===== config.mk =====
export PLATFORM = sky130hd
export DESIGN_NAME = pulse_hold_accum
export DESIGN_NICKNAME = d
export VERILOG_FILES = /design/src/rtl/pha_pkg.sv /design/src/rtl/pha_edge_detect.sv /design/src/rtl/pha_pair.sv /design/src/rtl/pulse_hold_accum.sv
export SDC_FILE = /design/constraint.sdc
export NUM_CORES = 1
export LEC_CHECK = 0
export ABC_AREA = 0
export BUFFER_PORTS_ARGS = -buffer_cell sky130_fd_sc_hd__buf_2
export CORE_ASPECT_RATIO = 1.75
export CORE_MARGIN = 2
export CORE_UTILIZATION = 45
export CTS_CLUSTER_DIAMETER = 120
export DETAILED_ROUTE_END_ITERATION = 10
export GPL_TIMING_DRIVEN = 0
export SETUP_SLACK_MARGIN = 0.15
export SLEW_MARGIN = 10
export SYNTH_ARGS = -nofsm -noshare
export SYNTH_HDL_FRONTEND = slang
export SYNTH_SLANG_ARGS = --single-unit

===== constraint.sdc =====
create_clock -name clk -period 2.94 [get_ports clk]
set_input_delay 0.294 -clock clk [delete_from_list [all_inputs] [get_ports clk]]
set_output_delay 0.294 -clock clk [all_outputs]
set_load 0.005 [all_outputs]

===== src/rtl/pha_pkg.sv =====
package pha_pkg;
  typedef enum logic [1:0] {
    EDGE_NONE = 2'b00,
    EDGE_RISE = 2'b01,
    EDGE_FALL = 2'b10,
    EDGE_BOTH = 2'b11
  } edge_mode_e;
endpackage


===== src/rtl/pha_edge_detect.sv =====
module pha_edge_detect
  import pha_pkg::*;
(
  input  logic       clk,
  input  logic       rst,
  input  logic       pin,
  input  logic [1:0] mode,
  output logic       hit
);
  logic prev_q;

  always_ff @(posedge clk) begin
    prev_q <= pin;
  end

  always_comb begin
    unique case (edge_mode_e'(mode))
      EDGE_RISE: hit = pin & ~prev_q;
      EDGE_FALL: hit = ~pin & prev_q;
      EDGE_BOTH: hit = pin ^ prev_q;
      default:   hit = 1'b0;
    endcase
    if (rst) hit = 1'b0;
  end
endmodule


===== src/rtl/pha_pair.sv =====
module pha_pair #(
  parameter int CNT_W = 8
) (
  input  logic             clk,
  input  logic             rst,
  input  logic             hit_lo,
  input  logic             hit_hi,
  input  logic             cascade,
  input  logic             latch,
  input  logic             clr,
  output logic [CNT_W-1:0] cnt_lo,
  output logic [CNT_W-1:0] cnt_hi,
  output logic [CNT_W-1:0] hold_lo,
  output logic [CNT_W-1:0] hold_hi
);
  localparam logic [CNT_W-1:0] CNT_MAX = '1;

  logic inc_lo, inc_hi;

  assign inc_lo = hit_lo;
  assign inc_hi = cascade ? (hit_lo && cnt_lo == CNT_MAX) : hit_hi;

  always_ff @(posedge clk) begin
    if (rst) begin
      cnt_lo  <= '0;
      cnt_hi  <= '0;
      hold_lo <= '0;
      hold_hi <= '0;
    end else begin
      if (latch) begin
        hold_lo <= cnt_lo;
        hold_hi <= cnt_hi;
      end
      if (latch && clr) begin
        cnt_lo <= CNT_W'(inc_lo);
        cnt_hi <= cascade ? '0 : CNT_W'(inc_hi);
      end else begin
        cnt_lo <= cnt_lo + CNT_W'(inc_lo);
        cnt_hi <= cnt_hi + CNT_W'(inc_hi);
      end
    end
  end
endmodule


===== src/rtl/pulse_hold_accum.sv =====
module pulse_hold_accum #(
  parameter int NUM_CH = 4,
  parameter int CNT_W  = 8,
  localparam int NUM_PAIR = NUM_CH / 2,
  localparam int IDX_W    = $clog2(NUM_CH)
) (
  input  logic                clk,
  input  logic                rst,
  input  logic [NUM_CH-1:0]   pulse_in,
  input  logic [2*NUM_CH-1:0] edge_mode,
  input  logic [NUM_PAIR-1:0] pair_cascade,
  input  logic                latch_strobe,
  input  logic                clear_on_latch,
  input  logic [IDX_W-1:0]    rd_addr,
  input  logic                rd_hold,
  output logic [CNT_W-1:0]    rd_data
);
  logic [NUM_CH-1:0]       hit;
  logic [NUM_CH*CNT_W-1:0] cnt_flat;
  logic [NUM_CH*CNT_W-1:0] hold_flat;

  for (genvar c = 0; c < NUM_CH; c++) begin : g_edge
    pha_edge_detect u_edge (
      .clk  (clk),
      .rst  (rst),
      .pin  (pulse_in[c]),
      .mode (edge_mode[2*c +: 2]),
      .hit  (hit[c])
    );
  end

  for (genvar p = 0; p < NUM_PAIR; p++) begin : g_pair
    pha_pair #(.CNT_W(CNT_W)) u_pair (
      .clk     (clk),
      .rst     (rst),
      .hit_lo  (hit[2*p]),
      .hit_hi  (hit[2*p+1]),
      .cascade (pair_cascade[p]),
      .latch   (latch_strobe),
      .clr     (clear_on_latch),
      .cnt_lo  (cnt_flat[(2*p)*CNT_W +: CNT_W]),
      .cnt_hi  (cnt_flat[(2*p+1)*CNT_W +: CNT_W]),
      .hold_lo (hold_flat[(2*p)*CNT_W +: CNT_W]),
      .hold_hi (hold_flat[(2*p+1)*CNT_W +: CNT_W])
    );
  end

  always_ff @(posedge clk) begin
    if (rst) rd_data <= '0;
    else if (rd_hold) rd_data <= hold_flat[rd_addr*CNT_W +: CNT_W];
    else rd_data <= cnt_flat[rd_addr*CNT_W +: CNT_W];
  end
endmodule


**Yosys cells after proc, flatten, opt, wreduce, memory -nomap -nowiden**

Index checks and enable logic that the tools add are counted.
W data, S select, Z words.

- Add/sub/neg operators: 4
- Multipliers: 0
- Div/mod/pow operators: 0
- $lt $le $gt $ge: 0
- Eq/ne operators: 14
- Shift operators: 2
- Mux-type cells: 17
- Bitwise operators: 20
- Reduce and logical (&&, ||, !) cells: 4

Operators by type and width:

| kind | number |
|---|---|
| $shiftx A32 B6 Y8 | 2 |
| $add A8 B1 Y8 | 4 |
| $mux W8 | 3 |
| $eq A2 B2 Y1 const B | 8 |
| $eq A8 B8 Y1 const B | 2 |
| $pmux W1 S3 | 4 |
| $mux W1 | 10 |
| $and A1 B1 Y1 | 8 |
| $eq A2 B1 Y1 const B | 4 |
| $not A1 Y1 | 8 |
| $xor A1 B1 Y1 | 4 |
| $logic_and A1 B1 Y1 | 3 |
| $reduce_or A2 Y1 | 1 |

- Bits in registers: 76
- Bits in latches: 0
- Memory bits (writable): 0
- ROM bits: 0
- Memories kept: 0

**Depth between registers and ports, before layout**

- Depth after elaboration: 8
- Gate-level depth with buffers: 10

**Hierarchy**

From an unflattened synthesis, not the netlist that was laid out.

- Cell total of the unflattened synthesis: 346
- Area, all modules: 3583.4 um^2

Modules (own cells, without submodules):

| module | times used | cells each | area an instance (um^2) |
|---|---|---|---|
| pha_pair | 2 | 132 | 1277.5 |
| pulse_hold_accum | 1 | 46 | 713.2 |
| pha_edge_detect | 4 | 9 | 78.8 |

**Worst setup path before layout**

No wires, ideal clock.

- Path type: input -> register
- Start: input port pulse_in[2]
- End: register g_pair[1].u_pair.cnt_hi[6]
- Arrival time: 2.288 ns
- Required time: 2.870 ns
- Slack: 0.581 ns
- Stages on the path: 10
- Buffers on the path: 0
- Path through: inv_1 > ha_1 > nand2b_1 > a311o_1 > o32ai_1 > ha_1 > ha_1 > nand3_1 > or3_1 > a21oi_1

- Word-level cells in the longest chain between the ends: 8
- Elaborated cells between the ends (all ways): 10
- Those cells by class: add/sub: 1; mux: 4; bitwise: 4; reduce/logical: 1

RTL lines:

| item | line | text |
|---|---|---|
| start, declared | pulse_hold_accum.sv:9 | `input logic [NUM_CH-1:0] pulse_in,` |
| $not A1 Y1 | pha_edge_detect.sv:19 | `EDGE_FALL: hit = ~pin & prev_q;` |
| $and A1 B1 Y1 | pha_edge_detect.sv:19 |  |
| $pmux W1 S3 (*) | pha_edge_detect.sv:17 | `unique case (edge_mode_e'(mode))` |
| $mux W1 (*) | pha_edge_detect.sv:23 | `if (rst) hit = 1'b0;` |
| $logic_and A1 B1 Y1 (*) | pha_pair.sv:21 | `assign inc_hi = cascade ? (hit_lo && cnt_lo == CNT_MAX) : hit_hi;` |
| $mux W1 (*) | pha_pair.sv:21 |  |
| $add A8 B1 Y8 (*) | pha_pair.sv:39 | `cnt_hi <= cnt_hi + CNT_W'(inc_hi);` |
| $mux W8 (*) | pha_pair.sv:34 | `if (latch && clr) begin` |
| end signal, assigned | pha_pair.sv:36 | `cnt_hi <= cascade ? '0 : CNT_W'(inc_hi);` |
| end signal, assigned | pha_pair.sv:39 |  |
| end, declared | pha_pair.sv:12 | `output logic [CNT_W-1:0] cnt_hi,` |

Mark *: on every way between the ends. The rest lies on a longest branch, timed or not.
A chain may end at the register's enable or synchronous reset.

**Worst setup path in the final report**

- Start: register g_edge[0].u_edge.prev_q
- End: register g_pair[0].u_pair.cnt_hi[6]

- Word-level cells in the longest chain between the ends: 8
- Elaborated cells between the ends (all ways): 10
- Those cells by class: add/sub: 1; mux: 4; bitwise: 4; reduce/logical: 1

RTL lines:

| item | line | text |
|---|---|---|
| start, declared | pha_edge_detect.sv:10 | `logic prev_q;` |
| start signal, assigned | pha_edge_detect.sv:13 | `prev_q <= pin;` |
| $not A1 Y1 | pha_edge_detect.sv:18 | `EDGE_RISE: hit = pin & ~prev_q;` |
| $and A1 B1 Y1 | pha_edge_detect.sv:18 |  |
| $pmux W1 S3 (*) | pha_edge_detect.sv:17 |  |
| $mux W1 (*) | pha_edge_detect.sv:23 |  |
| $logic_and A1 B1 Y1 (*) | pha_pair.sv:21 |  |
| $mux W1 (*) | pha_pair.sv:21 |  |
| $add A8 B1 Y8 (*) | pha_pair.sv:39 |  |
| $mux W8 (*) | pha_pair.sv:34 |  |
| end signal, assigned | pha_pair.sv:36 |  |
| end signal, assigned | pha_pair.sv:39 |  |
| end, declared | pha_pair.sv:12 |  |

Marked as above.

==> reports/summary.log <==
INFO  synth          netlist_top_cells_area=sky130_fd_sc_hd__dfxtp_1 (43%), sky130_fd_sc_hd__mux2i_1 (9.7%), sky130_fd_sc_hd__mux4_1 (6.0%), sky130_fd_sc_hd__ha_1 (5.7%), sky130_fd_sc_hd__mux4_2 (5.1%)
INFO  synth          syn_inst=331
INFO  critical_path  largest_driver_fanout_on_the_critical_path=3
INFO  floorplan      starting_density_of_the_core=46.28%
INFO  synth          netlist.top_cell.by_area=sky130_fd_sc_hd__dfxtp_1
INFO  sta            report.final.setup_viol=0
INFO  synth          part_of_the_yosys_area_used_for_sequential_elements=43.44%
INFO  sta            setup-tns-final=0ns
INFO  sta            achievable_frequency=386.3MHz
INFO  sta            setup_slack=0.3513ns
INFO  global_routing grt_overflow=0
INFO  route          drt_total_wl=7773um
INFO  route          number_of_drc_violations_after_detailed_routing_iteration_0=144
INFO  floorplan      core.rowCount=42
INFO  clocking       ctsHoldBuffers=0
INFO  global_routing first_global_vias=2556
INFO  route          post_drt_via_cell_ratio=5.651
INFO  final_layout   multi_input_area=1848um^2
INFO  critical_path  worstReg2RegStart=g_edge[0].u_edge.prev_q
INFO  clocking       clock_insertion_delay_worst_skew=0.34ns
INFO  hold_path      hold_path.startpoint=pulse_in[1]
INFO  place          place.gp.congestion=0.7999
INFO  synth          synthesis.nets=368
INFO  synth          synthesis.area=3502um^2
INFO  synth          synthesis.area_per_instance=10.58um^2
INFO  global_routing grt_pass1_wl=12880um
INFO  outcome        run_status=finished, final reports clean
INFO  power          power_density=592.7nW/um^2
INFO  run            max-cap-violations=0
INFO  critical_path  worst_setup_path_start_kind=flip-flop
INFO  floorplan      boundaryPins=29
INFO  synth          synth-edff-count=0
INFO  critical_path  crit_path_dat=2.86ns
INFO  sta            timing.final.max_slew_violations=0
INFO  route          detail_route.wl_per_cell=16.93um
INFO  synth          ys_warn_count=0
INFO  clocking       postCtsSetupBuffers=0
INFO  critical_path  worstReg2RegEnd=g_pair[0].u_pair.cnt_hi[6]
INFO  final_layout   post_route_cells_drive_above_1_share=15.90%
INFO  floorplan      die_width=70.69um
INFO  route          detailedRoute.firstPassIterationCount=4
INFO  clocking       tritoncts=built
INFO  final_layout   area.sequential=1521um^2
INFO  hold_path      hp-class=in2reg
INFO  clocking       cts.sink_count=76
INFO  final_layout   fillerInstances=726
INFO  hold_path      whs_endpoint=g_edge[1].u_edge.prev_q
INFO  clocking       cts_buffer_depth=2
INFO  critical_path  type_of_element_capturing_the_critical_path=flip-flop
INFO  route          antenna_left=0
INFO  sta            period_needed=2.589ns
INFO  place          detailed_place.area=3732um^2
INFO  synth          synthMostInstantiatedCell=sky130_fd_sc_hd__dfxtp_1
INFO  synth          synthArstFlopShare=0%
INFO  synth          synth_common_cells=sky130_fd_sc_hd__dfxtp_1 (76), sky130_fd_sc_hd__nor2_1 (44), sky130_fd_sc_hd__mux2i_1 (34), sky130_fd_sc_hd__ha_1 (16)
INFO  place          dp_worst_setup_slack=0.1102ns
INFO  critical_path  crit_required=3.21ns
INFO  place          detailed_place_hpwl=5805um
INFO  floorplan      core_area=7567um^2
INFO  clocking       post_cts.resized_instances=0
INFO  synth          ys_seq_elements=76
INFO  final_layout   area_delta_synth_final=16.40%
INFO  critical_path  criticalPathCategory=reg2reg
INFO  sta            timing.clock.skew=0.005004ns
INFO  power          leakage=1.748nW
INFO  critical_path  reg2reg_depth=9
INFO  synth          synth_top_area_share=43.44%
INFO  global_routing grt_overall_usage=20.03%
INFO  power          power.ir.vdd_worst=0.3365mV
INFO  hold_path      whs_path_depth=1
INFO  critical_path  regToRegSetupSlack=0.35ns
INFO  sta            max_slew.worst_pin.slew=0.7142ns
INFO  place          portBuffers=24
INFO  synth          synthDistinctLibCells=35
INFO  clocking       clock_tree.htree_level_count=3
INFO  sta            hold_vio_cnt_final=0
INFO  sta            finalCritPeriodShare=88.05%
INFO  floorplan      chipHeight=120.7um
INFO  clocking       clk_transition_reported_paths=0.06ns
INFO  clocking       cts_root_buffer=sky130_fd_sc_hd__clkbuf_16
INFO  global_routing grt_antenna_before_repair=0
INFO  sta            rsz0062_at_grt=no
INFO  final_layout   num_antenna_cells=0
INFO  clocking       cts_buffers=9
INFO  route          route.vias.total=2594
INFO  sta            max_slew_margin=52.39%
INFO  global_routing grt_start_max_net_pins=13
INFO  final_layout   nets=403
INFO  floorplan      die-area=8532um^2
INFO  synth          synth_ff_type=sky130_fd_sc_hd__dfxtp_1
INFO  final_layout   design_area=4076um^2
INFO  route          post-route-drc-count=0
==> flip-flops by register name, summed over array words and instances (netlist names) <==
name                   flops
g_pair.u_pair.cnt_hi      16
g_edge.u_edge.prev_q       4
g_pair.u_pair.hold_lo     16
g_pair.u_pair.cnt_lo      16
g_pair.u_pair.hold_hi     16
rd_data                    8
==> placed cells by master (no fill, tap or decap), types with 4 or more instances in the layout <==
cell type / Yosys / final
sky130_fd_sc_hd__a21oi_1: 14 / 14
sky130_fd_sc_hd__a22o_1: 8 / 8
sky130_fd_sc_hd__and2_1: 5 / 5
sky130_fd_sc_hd__buf_2: 6 / 30
sky130_fd_sc_hd__clkbuf_1: 7 / 7
sky130_fd_sc_hd__clkbuf_16: 0 / 9
sky130_fd_sc_hd__dfxtp_1: 76 / 76
sky130_fd_sc_hd__ha_1: 16 / 16
sky130_fd_sc_hd__inv_1: 13 / 13
sky130_fd_sc_hd__mux2i_1: 34 / 34
sky130_fd_sc_hd__mux4_1: 8 / 8
sky130_fd_sc_hd__mux4_2: 8 / 8
sky130_fd_sc_hd__nand2_1: 14 / 14
sky130_fd_sc_hd__nand2b_1: 9 / 9
sky130_fd_sc_hd__nand3_1: 12 / 12
sky130_fd_sc_hd__nand3b_1: 4 / 4
sky130_fd_sc_hd__nand4_1: 4 / 4
sky130_fd_sc_hd__nor2_1: 44 / 44
sky130_fd_sc_hd__o21ai_0: 8 / 8
sky130_fd_sc_hd__o31ai_1: 4 / 4
sky130_fd_sc_hd__or3_1: 6 / 6
sky130_fd_sc_hd__xnor2_1: 5 / 5
sky130_fd_sc_hd__xor2_1: 7 / 7
==> where the power goes <==
part           switching (mW)  leakage (nW)  total, mW  internal (mW)
Combinational          0.0800         0.966      0.138         0.0581
Sequential            0.00952         0.614       1.05           1.04
Clock                   0.418         0.169       1.23          0.809
Total                   0.507          1.75       2.42           1.91
==> how the worst max path moves through the flow <==
stage	from	slack, ns	to	cells after the start
global placement	pulse_in[0]	0.17	g_pair[0].u_pair.cnt_hi[6]	11
finish	g_edge[0].u_edge.prev_q	0.35	g_pair[0].u_pair.cnt_hi[6]	9
CTS	g_edge[0].u_edge.prev_q	0.24	g_pair[0].u_pair.cnt_hi[6]	9
floorplan	pulse_in[2]	0.58	g_pair[1].u_pair.cnt_hi[6]	10
detailed placement	pulse_in[0]	0.11	g_pair[0].u_pair.cnt_hi[6]	11
global route	g_edge[0].u_edge.prev_q	0.18	g_pair[0].u_pair.cnt_hi[6]	9
==> final cells by class <==
type	instances	share of cell area, %
sequential	76	37.32
buffer	16	2.241
timing repair buffer	24	2.947
inverter	13	1.197
clock buffer	12	6.538
multi-input combinational	226	45.33
tap	88	2.701
clock inverter	4	1.719
==> critical path, stage by stage, from the launching register on <==
cell,delay (ns)
sky130_fd_sc_hd__dfxtp_1,0.31
sky130_fd_sc_hd__ha_1,0.27
sky130_fd_sc_hd__nand2b_1,0.14
sky130_fd_sc_hd__a311o_1,0.35
sky130_fd_sc_hd__o32ai_2,0.34
sky130_fd_sc_hd__ha_1,0.26
sky130_fd_sc_hd__ha_1,0.20
sky130_fd_sc_hd__nand3_1,0.14
sky130_fd_sc_hd__or3_1,0.38
sky130_fd_sc_hd__a21oi_1,0.14
==> stage by stage <==
| stage | hold WS, ns | power [mW] | std cells | utilization (%) |
|---|---|---|---|---|
| 2_1_floorplan | 0.3217 | 1.163 | 331 | - |
| 3_3_place_gp | 0.4264 | 1.209 | 443 | 49.32 |
| 3_5_place_dp | 0.4308 | 1.213 | 443 | 49.32 |
| 4_1_cts | 0.08063 | 2.435 | 459 | 53.77 |
| 5_1_grt | 0.08789 | 2.494 | 459 | 53.87 |
| 6_report | 0.08992 | 2.416 | 459 | 53.87 |
==> metal layers <==
metal	routed length, um	global-route usage (%)	vias up
met2	4041	35.86	64
met4	316	11.08	0
met5	0	0	-
met3	288	3.500	19
met1	3127	21.82	1251
li1	-	-	1260
==> cell families (layout without fill, tap and decap cells) <==
family	count (synthesis)	in the layout	synth area share [%]
simple gates	106	106	14.93
fa+ha+maj	16	16	5.716
compound gates	42	42	8.039
buf+inv	29	69	4.002
mux	50	50	20.86
xor+xnor	12	12	3.001
flops	76	76	43.44
(Power assumes the default switching activity.)
